===== src/rtl/mbx_pkg.sv =====
package mbx_pkg;
  localparam logic [3:0] MB_INACTIVE = 4'h0;
  localparam logic [3:0] MB_FULL     = 4'h2;
  localparam logic [3:0] MB_EMPTY    = 4'h4;
  localparam logic [3:0] MB_OVERRUN  = 4'h6;

  localparam int unsigned DATA_W = 64;
  localparam int unsigned LEN_W  = 4;
  localparam int unsigned TS_W   = 16;
  localparam int unsigned REG_W  = 32;

  // mailbox words
  localparam logic [2:0] W_CS   = 3'd0;
  localparam logic [2:0] W_FILT = 3'd1;
  localparam logic [2:0] W_MASK = 3'd2;
  localparam logic [2:0] W_RID  = 3'd3;
  localparam logic [2:0] W_DLO  = 3'd4;
  localparam logic [2:0] W_DHI  = 3'd5;
  // global words
  localparam logic [2:0] G_TMR  = 3'd0;
  localparam logic [2:0] G_FLAG = 3'd1;
  localparam logic [2:0] G_FCLR = 3'd2;
  localparam logic [2:0] G_IMSK = 3'd3;
endpackage


===== src/rtl/mbx_match.sv =====
module mbx_match
  import mbx_pkg::*;
#(
  parameter int unsigned NUM_MB = 16,
  parameter int unsigned ID_W   = 11
) (
  input  logic [ID_W-1:0]               id_i,
  input  logic [NUM_MB-1:0][ID_W-1:0]   filt_i,
  input  logic [NUM_MB-1:0][ID_W-1:0]   mask_i,
  input  logic [NUM_MB-1:0][3:0]        code_i,
  input  logic [NUM_MB-1:0]             flag_i,
  input  logic [NUM_MB-1:0]             lock_i,
  input  logic [NUM_MB-1:0]             busy_i,
  output logic [NUM_MB-1:0]             hit_o,
  output logic [NUM_MB-1:0]             free_o
);
  for (genvar i = 0; i < NUM_MB; i++) begin : g_mb
    logic act, eq, drained;
    assign act     = code_i[i] != MB_INACTIVE;
    assign eq      = ((id_i ^ filt_i[i]) & mask_i[i]) == '0;
    assign drained = (code_i[i] == MB_FULL || code_i[i] == MB_OVERRUN) && !flag_i[i];
    assign hit_o[i]  = act && eq && !lock_i[i] && !busy_i[i];
    assign free_o[i] = hit_o[i] && (code_i[i] == MB_EMPTY || drained);
  end
endmodule


===== src/rtl/mbx_first.sv =====
module mbx_first #(
  parameter int unsigned N  = 16,
  localparam int unsigned IW = $clog2(N)
) (
  input  logic [N-1:0]  req_i,
  output logic          found_o,
  output logic [IW-1:0] idx_o
);
  always_comb begin
    found_o = |req_i;
    idx_o   = '0;
    for (int i = N - 1; i >= 0; i--) begin
      if (req_i[i]) idx_o = IW'(i);
    end
  end
endmodule


===== src/rtl/mbx_lock.sv =====
module mbx_lock #(
  parameter int unsigned N  = 16,
  localparam int unsigned IW = $clog2(N)
) (
  input  logic          clk_i,
  input  logic          rst_ni,
  input  logic          cs_rd_i,
  input  logic [IW-1:0] cs_idx_i,
  input  logic          cs_full_i,
  input  logic          tmr_rd_i,
  output logic          valid_o,
  output logic [IW-1:0] idx_o,
  output logic [N-1:0]  vec_o
);
  always_ff @(posedge clk_i or negedge rst_ni) begin
    if (!rst_ni) begin
      valid_o <= 1'b0;
      idx_o   <= '0;
    end else if (tmr_rd_i) begin
      valid_o <= 1'b0;
    end else if (cs_rd_i) begin
      // any status read moves or drops the single lock
      valid_o <= cs_full_i;
      idx_o   <= cs_idx_i;
    end
  end

  assign vec_o = valid_o ? ({{(N-1){1'b0}}, 1'b1} << idx_o) : '0;
endmodule


===== src/rtl/mbx_rx_bank.sv =====
module mbx_rx_bank
  import mbx_pkg::*;
#(
  parameter int unsigned NUM_MB = 16,
  parameter int unsigned ID_W   = 11,
  localparam int unsigned IW    = $clog2(NUM_MB),
  localparam int unsigned AW    = IW + 4
) (
  input  logic              clk_i,
  input  logic              rst_ni,
  input  logic              rx_valid_i,
  input  logic [ID_W-1:0]   rx_id_i,
  input  logic [LEN_W-1:0]  rx_len_i,
  input  logic [DATA_W-1:0] rx_data_i,
  input  logic              cpu_rd_i,
  input  logic              cpu_wr_i,
  input  logic [AW-1:0]     cpu_addr_i,
  input  logic [REG_W-1:0]  cpu_wdata_i,
  output logic [REG_W-1:0]  cpu_rdata_o,
  output logic              irq_o
);
  logic [NUM_MB-1:0][3:0]        code_q;
  logic [NUM_MB-1:0][ID_W-1:0]   filt_q, mask_q, rid_q;
  logic [NUM_MB-1:0][LEN_W-1:0]  len_q;
  logic [NUM_MB-1:0][DATA_W-1:0] data_q;
  logic [NUM_MB-1:0][TS_W-1:0]   ts_q;
  logic [NUM_MB-1:0]             flag_q, imask_q;
  logic [TS_W-1:0]               tmr_q;

  logic              mv_valid_q, mv_ovr_q;
  logic [IW-1:0]     mv_idx_q;
  logic [ID_W-1:0]   mv_id_q;
  logic [LEN_W-1:0]  mv_len_q;
  logic [DATA_W-1:0] mv_data_q;

  logic              glob;
  logic [IW-1:0]     a_idx;
  logic [2:0]        a_word;
  logic              cs_rd, cs_full, tmr_rd, commit;
  logic [NUM_MB-1:0] busy_vec, lock_vec, hit, free, set_vec, clr_vec;
  logic              lock_valid, ff_found, fh_found;
  logic [IW-1:0]     lock_idx, ff_idx, fh_idx;
  logic [REG_W-1:0]  rd_mux;
  logic              unused_wdata;

  assign glob   = cpu_addr_i[AW-1];
  assign a_idx  = cpu_addr_i[IW+2:3];
  assign a_word = cpu_addr_i[2:0];
  assign unused_wdata = ^cpu_wdata_i;

  assign busy_vec = mv_valid_q ? ({{(NUM_MB-1){1'b0}}, 1'b1} << mv_idx_q) : '0;
  assign commit   = mv_valid_q && !lock_vec[mv_idx_q];

  mbx_match #(.NUM_MB(NUM_MB), .ID_W(ID_W)) u_match (
    .id_i(rx_id_i), .filt_i(filt_q), .mask_i(mask_q), .code_i(code_q),
    .flag_i(flag_q), .lock_i(lock_vec), .busy_i(busy_vec),
    .hit_o(hit), .free_o(free)
  );

  mbx_first #(.N(NUM_MB)) u_first_free (.req_i(free), .found_o(ff_found), .idx_o(ff_idx));
  mbx_first #(.N(NUM_MB)) u_first_hit  (.req_i(hit),  .found_o(fh_found), .idx_o(fh_idx));

  assign cs_rd   = cpu_rd_i && !glob && a_word == W_CS;
  assign cs_full = (code_q[a_idx] == MB_FULL || code_q[a_idx] == MB_OVERRUN) && !busy_vec[a_idx];
  assign tmr_rd  = cpu_rd_i && glob && a_word == G_TMR;

  mbx_lock #(.N(NUM_MB)) u_lock (
    .clk_i(clk_i), .rst_ni(rst_ni), .cs_rd_i(cs_rd), .cs_idx_i(a_idx),
    .cs_full_i(cs_full), .tmr_rd_i(tmr_rd),
    .valid_o(lock_valid), .idx_o(lock_idx), .vec_o(lock_vec)
  );

  // stage 1: choose destination
  always_ff @(posedge clk_i or negedge rst_ni) begin
    if (!rst_ni) begin
      mv_valid_q <= 1'b0;
      mv_ovr_q   <= 1'b0;
      mv_idx_q   <= '0;
      mv_id_q    <= '0;
      mv_len_q   <= '0;
      mv_data_q  <= '0;
    end else begin
      mv_valid_q <= rx_valid_i && (ff_found || fh_found);
      if (rx_valid_i) begin
        mv_ovr_q  <= !ff_found;
        mv_idx_q  <= ff_found ? ff_idx : fh_idx;
        mv_id_q   <= rx_id_i;
        mv_len_q  <= rx_len_i;
        mv_data_q <= rx_data_i;
      end
    end
  end

  // stage 2: move-in, plus software configuration
  always_ff @(posedge clk_i or negedge rst_ni) begin
    if (!rst_ni) begin
      code_q <= '0;
      filt_q <= '0;
      mask_q <= '0;
      rid_q  <= '0;
      len_q  <= '0;
      data_q <= '0;
      ts_q   <= '0;
    end else begin
      for (int i = 0; i < NUM_MB; i++) begin
        if (cpu_wr_i && !glob && a_idx == IW'(i)) begin
          case (a_word)
            W_CS:    code_q[i] <= cpu_wdata_i[3:0];
            W_FILT:  filt_q[i] <= cpu_wdata_i[ID_W-1:0];
            W_MASK:  mask_q[i] <= cpu_wdata_i[ID_W-1:0];
            default: ;
          endcase
        end
        if (commit && mv_idx_q == IW'(i)) begin
          code_q[i] <= mv_ovr_q ? MB_OVERRUN : MB_FULL;
          rid_q[i]  <= mv_id_q;
          len_q[i]  <= mv_len_q;
          data_q[i] <= mv_data_q;
          ts_q[i]   <= tmr_q;
        end
      end
    end
  end

  assign set_vec = commit ? ({{(NUM_MB-1){1'b0}}, 1'b1} << mv_idx_q) : '0;
  assign clr_vec = (cpu_wr_i && glob && a_word == G_FCLR) ? cpu_wdata_i[NUM_MB-1:0] : '0;

  always_ff @(posedge clk_i or negedge rst_ni) begin
    if (!rst_ni) begin
      flag_q  <= '0;
      imask_q <= '0;
      tmr_q   <= '0;
    end else begin
      flag_q <= (flag_q & ~clr_vec) | set_vec;
      if (cpu_wr_i && glob && a_word == G_IMSK) imask_q <= cpu_wdata_i[NUM_MB-1:0];
      tmr_q <= tmr_q + 1'b1;
    end
  end

  always_comb begin
    rd_mux = '0;
    if (!glob) begin
      case (a_word)
        W_CS:    rd_mux = {ts_q[a_idx], 4'b0, len_q[a_idx], 3'b0, busy_vec[a_idx], code_q[a_idx]};
        W_FILT:  rd_mux = REG_W'(filt_q[a_idx]);
        W_MASK:  rd_mux = REG_W'(mask_q[a_idx]);
        W_RID:   rd_mux = REG_W'(rid_q[a_idx]);
        W_DLO:   rd_mux = data_q[a_idx][31:0];
        W_DHI:   rd_mux = data_q[a_idx][63:32];
        default: rd_mux = '0;
      endcase
    end else begin
      case (a_word)
        G_TMR:   rd_mux = REG_W'(tmr_q);
        G_FLAG:  rd_mux = REG_W'(flag_q);
        G_IMSK:  rd_mux = REG_W'(imask_q);
        default: rd_mux = '0;
      endcase
    end
  end

  always_ff @(posedge clk_i or negedge rst_ni) begin
    if (!rst_ni)       cpu_rdata_o <= '0;
    else if (cpu_rd_i) cpu_rdata_o <= rd_mux;
  end

  assign irq_o = |(flag_q & imask_q);
endmodule


===== config.mk =====
export PLATFORM = sky130hd
export DESIGN_NAME = mbx_rx_bank
export DESIGN_NICKNAME = d
export VERILOG_FILES = /design/src/rtl/mbx_pkg.sv /design/src/rtl/mbx_match.sv /design/src/rtl/mbx_first.sv /design/src/rtl/mbx_lock.sv /design/src/rtl/mbx_rx_bank.sv
export SDC_FILE = /design/constraint.sdc
export NUM_CORES = 2
export LEC_CHECK = 0
export ABC_AREA = 1
export BUFFER_PORTS_ARGS = -buffer_cell sky130_fd_sc_hd__buf_4
export CORE_ASPECT_RATIO = 2
export CORE_MARGIN = 1.5
export CORE_UTILIZATION = 34
export CTS_CLUSTER_SIZE = 8
export DETAILED_ROUTE_END_ITERATION = 12
export GPL_ROUTABILITY_DRIVEN = 0
export PLACE_DENSITY = 0.52
export SKIP_LAST_GASP = 1
export SYNTH_ARGS = -nofsm -noshare
export SYNTH_HDL_FRONTEND = slang
export SYNTH_SLANG_ARGS = --single-unit

===== constraint.sdc =====
create_clock -name clk_i -period 3.2 [get_ports clk_i]
set_input_delay 0.48 -clock clk_i [delete_from_list [all_inputs] [get_ports clk_i]]
set_output_delay 0.48 -clock clk_i [all_outputs]
set_load 0.02 [all_outputs]

==> impl_results.rst <==
.. list-table::
   :header-rows: 1

   * - Metric
     - Value
   * - Die width
     - between 300 and 400 um
   * - # clock sinks
     - 2106
   * - Routed length per instance
     - 26.8 um
   * - Count of routing violations after the opening detailed-route iteration
     - between 8000 and 9000
   * - Area of the placeable core
     - 272000 um^2
   * - Synthesized area divided by synthesized cell count
     - 9.04 um^2
   * - Residual DRC count
     - 0
   * - CP max FO
     - 6
   * - Buffers on Ports
     - 140
   * - Total congestion overflow after global routing
     - 0
   * - Total half-perimeter wirelength after legalization and detailed placement
     - 257000 um
   * - Status
     - finished, final reports clean
   * - Post-synthesis instance total
     - 10300
   * - Cell total after placement
     - 13800
   * - Asr flop ratio synth
     - 100%
   * - Overall global routing resource usage
     - between 20% and 30%
   * - Number of hold violations in the final report
     - 0
   * - Fin. max-slew vios
     - 0
   * - Type of the worst setup path
     - reg2reg
   * - Count of nets left with antenna violations after detail routing
     - 0
   * - Worst clock skew
     - 54.5 ps
   * - CTS H-tree depth
     - 5
   * - Total iterations of the first detailed-routing run
     - 8
   * - Number of synthesized register bits
     - 2106
   * - Floorplan die area
     - between 200000 and 300000 um^2
   * - Register-to-Register Path Depth
     - 15
   * - Max transition margin
     - ~27%
   * - Cell with the most instances on the worst path
     - nand2_1
   * - Number of unique standard cell types used by synthesis
     - 50
   * - Later-pin clock latency in the skew report
     - 870 ps
   * - Number of max-capacitance violations reported
     - 0
   * - Final critical-path share of the clock period
     - 98.1%
   * - Post-CTS Setup Inserts
     - 0
   * - Required time of the worst setup path
     - 3970 ps
   * - Starting Density
     - between 30% and 40%
   * - CTS tree
     - built
   * - Layout Area Growth over Synthesis
     - 20.5%
   * - Worst VDD drop
     - 398 uV
   * - List of cells traversed by the critical path
     - inv_1 > nand3_1 > nor2_4 > a31oi_1 > nand3_1 > nor4_1 > and2_0 > buf_4 > nand2_1 > nand2_1 > nor2_1 > nand2_1 > nor2_1 > nand2_1 > o221ai_1
   * - Cell count of the worst hold path
     - 3
   * - Synth warn
     - 0
   * - Delay contributed by the slowest stage of the critical path
     - 480 ps
   * - Endpoint arrival time on the critical path
     - between 3000 and 4000 ps
   * - Post-synth EDFFs
     - 0
   * - Post-CTS clock slew at the launch and capture registers of the worst setup and hold paths
     - 60 ps
   * - Final Setup Violations
     - 0
   * - Total Power
     - 86500 uW
   * - Nature of the critical path endpoint
     - flip-flop
   * - Synth Cell Area
     - 92800 um^2
   * - Standard-cell row count
     - approximately 270
   * - Vias per inst
     - 5.70
   * - Number of buffers on the longest clock path
     - 4
   * - Total routed wirelength
     - 380000 um
   * - Maximum clock frequency
     - 319 MHz
   * - Cell at the slowest stage of the critical path
     - dfrtp_1
   * - Largest net degree at the start of global routing
     - 93
   * - Height of the die
     - 742 um
   * - Unrepaired setup endpoints after global routing
     - true
   * - Num ports
     - roughly 160
   * - Number of nets in the synthesized netlist
     - 10400
   * - Power per cell area
     - 773 nW/um^2
   * - Leakage power summed over all cells
     - 0.0491 uW
   * - Final standard cell utilization of the core
     - 41.1%
   * - Worst Setup Start Kind
     - flip-flop
   * - Post-route non-filler standard cell count
     - around 14000
   * - Post-layout min period
     - 3140 ps
   * - Sequential-to-total area share from yosys stat
     - 56.8%
   * - Vias in the first global route
     - 80700
   * - Layout Nets
     - around 11000
   * - Antenna violations before repair
     - 12
   * - Wire length of the first global-routing pass
     - 558000 um
   * - Post-synth top flop
     - dfrtp_1
   * - Total clock buffers created by CTS
     - around 310
   * - Slew at the pin with the worst max-slew slack
     - around 1100 ps
   * - Post-route worst hold slack
     - approximately 43 ps
   * - Share of final-layout standard cells stronger than drive strength 1
     - ~12%
   * - Worst min path class
     - in2reg
   * - Root Buffer Master
     - clkbuf_16
   * - Overall via count from detail_route
     - around 81000
-- stage by stage --
step                      area (um^2)  setup WS, ps  setup TNS (ps)
after floorplan                 92800           950               0
after global placement         103000          -266           -1680
after detailed placement       103000          -187           -1050
after CTS                      112000          2.53               0
after global routing           112000         -25.7           -33.1
final                          112000          61.2               0
-- placed cells by master, fill, tap and decap left out, drive strengths merged, types with 11 or more instances in the layout --
master and instances:
dfrtp 2106, o211ai 16, o41a 16, o2111ai 11
clkbuf 318, nor3 24, nor4 28, buf 849
a21oi 507, a221oi 13, nand2 2518, o221ai 62
xor2 21, nand4 25, a31oi 12, dlygate4sd3 77
nand3 204, a22oi 896, o22ai 33, o41ai 74
a22o 27, inv 371, o21ai 2146, nor2 171
or2 41
-- registers in the layout, indices dropped and copies added, names as in the netlist, 4 cells and up --
register      count
rid_q           176
mv_data_q        64
cpu_rdata_o      32
mv_idx_q          4
ts_q            256
code_q           64
imask_q          16
mask_q          176
flag_q           16
tmr_q            16
u_lock.idx_o      4
mv_id_q          11
filt_q          176
data_q         1024
len_q            64
mv_len_q          4
-- Yosys cell counts (all sizes together) (3+ instances only) --
master,number,area share (%)
o22ai,33,0.22
inv,362,1.5
a31oi,12,0.081
dfrtp,2106,57
o2111ai,11,0.10
o21ai,2146,12
o41a,16,0.19
nand4,25,0.17
a41oi,5,0.047
o211ai,16,0.13
nand3,204,1.1
nand2,2518,10
clkinv,6,0.024
a21o,3,0.024
and2,6,0.040
nor2,171,0.70
xor2,21,0.20
a22oi,896,7.3
or2,41,0.28
o221ai,62,0.59
a2111oi,9,0.085
buf,336,2.0
o31ai,7,0.057
a211oi,3,0.024
a221oi,13,0.12
nor3,24,0.14
clkbuf,552,2.2
o41ai,74,0.70
a21oi,507,2.7
o21a,9,0.073
a22o,27,0.25
nor4,28,0.19
-- power by group --
part / switching (uW) / internal (uW) / leakage, uW
Clock: 11700 / 17200 / 0.00395
Combinational: 11200 / 7120 / 0.0173
Sequential: 4720 / 34500 / 0.0278
-- worst paths after layout --
kind	startpoint	end	slack, ps
max	u_lock.idx_o[2]$_DFFE_PN0P_	mv_idx_q[1]$_DFFE_PN0P_	60
min	cpu_wdata_i[11]	imask_q[11]$_DFFE_PN0P_	40
max reg2reg	u_lock.idx_o[2]$_DFFE_PN0P_	mv_idx_q[1]$_DFFE_PN0P_	60
min reg2reg	data_q[337]$_DFFE_PN0P_	data_q[337]$_DFFE_PN0P_	480
max in group asynchronous	rst_ni	ts_q[236]$_DFFE_PN0P_	1730
min in group asynchronous	rst_ni	rid_q[41]$_DFFE_PN0P_	310
-- cell families (layout without fill, tap and decap cells) --
group	after synthesis	in the layout	share of synthesized area, %
compound gates	3852	3852	24.3
xor+xnor	23	23	0.217
fa+ha+maj	1	1	0.0135
buf+inv	1256	1624	5.75
flops	2106	2106	56.8
other cells	0	4	0
simple gates	3018	3018	12.9
-- routing by layer --
layer / wire length (um) / part of all wire [%] / GRT usage [%] / vias up
met5: 8 / 0.0021 / 0 / -
met3: 22300 / 5.9 / 3.49 / 995
li1: - / - / - / 36100
met1: 139000 / 37 / 31.5 / 40100
met4: 31500 / 8.3 / 19.5 / 2
met2: 187000 / 49 / 46.4 / 3546
-- cell type report --
class,instances,area [um^2]
Sequential cell,2106,52700
Timing Repair Buffer,927,10100
Tap cell,3549,4440
Antenna cell,4,10.0
Clock inverter,12,154
Inverter,368,1430
Fill cell,26800,160000
Clock buffer,317,7870
Multi-Input combinational cell,6894,35100
-- critical path: cells and delay by family (launching register included) --
family / cells / cell delay, ps
compound gates: 2 / 370
buf+inv: 2 / 280
flops: 1 / 480
simple gates: 11 / 1910
-- timing repair --
action | CTS | global route
hold buffers | 77 | 0
hold endpoints to repair | 133 | 0
resized for setup | 2 | 15
pin swaps | 0 | 0
endpoints found under the setup margin | 3 | 780
No activity file was read; power rests on OpenSTA's default activity.
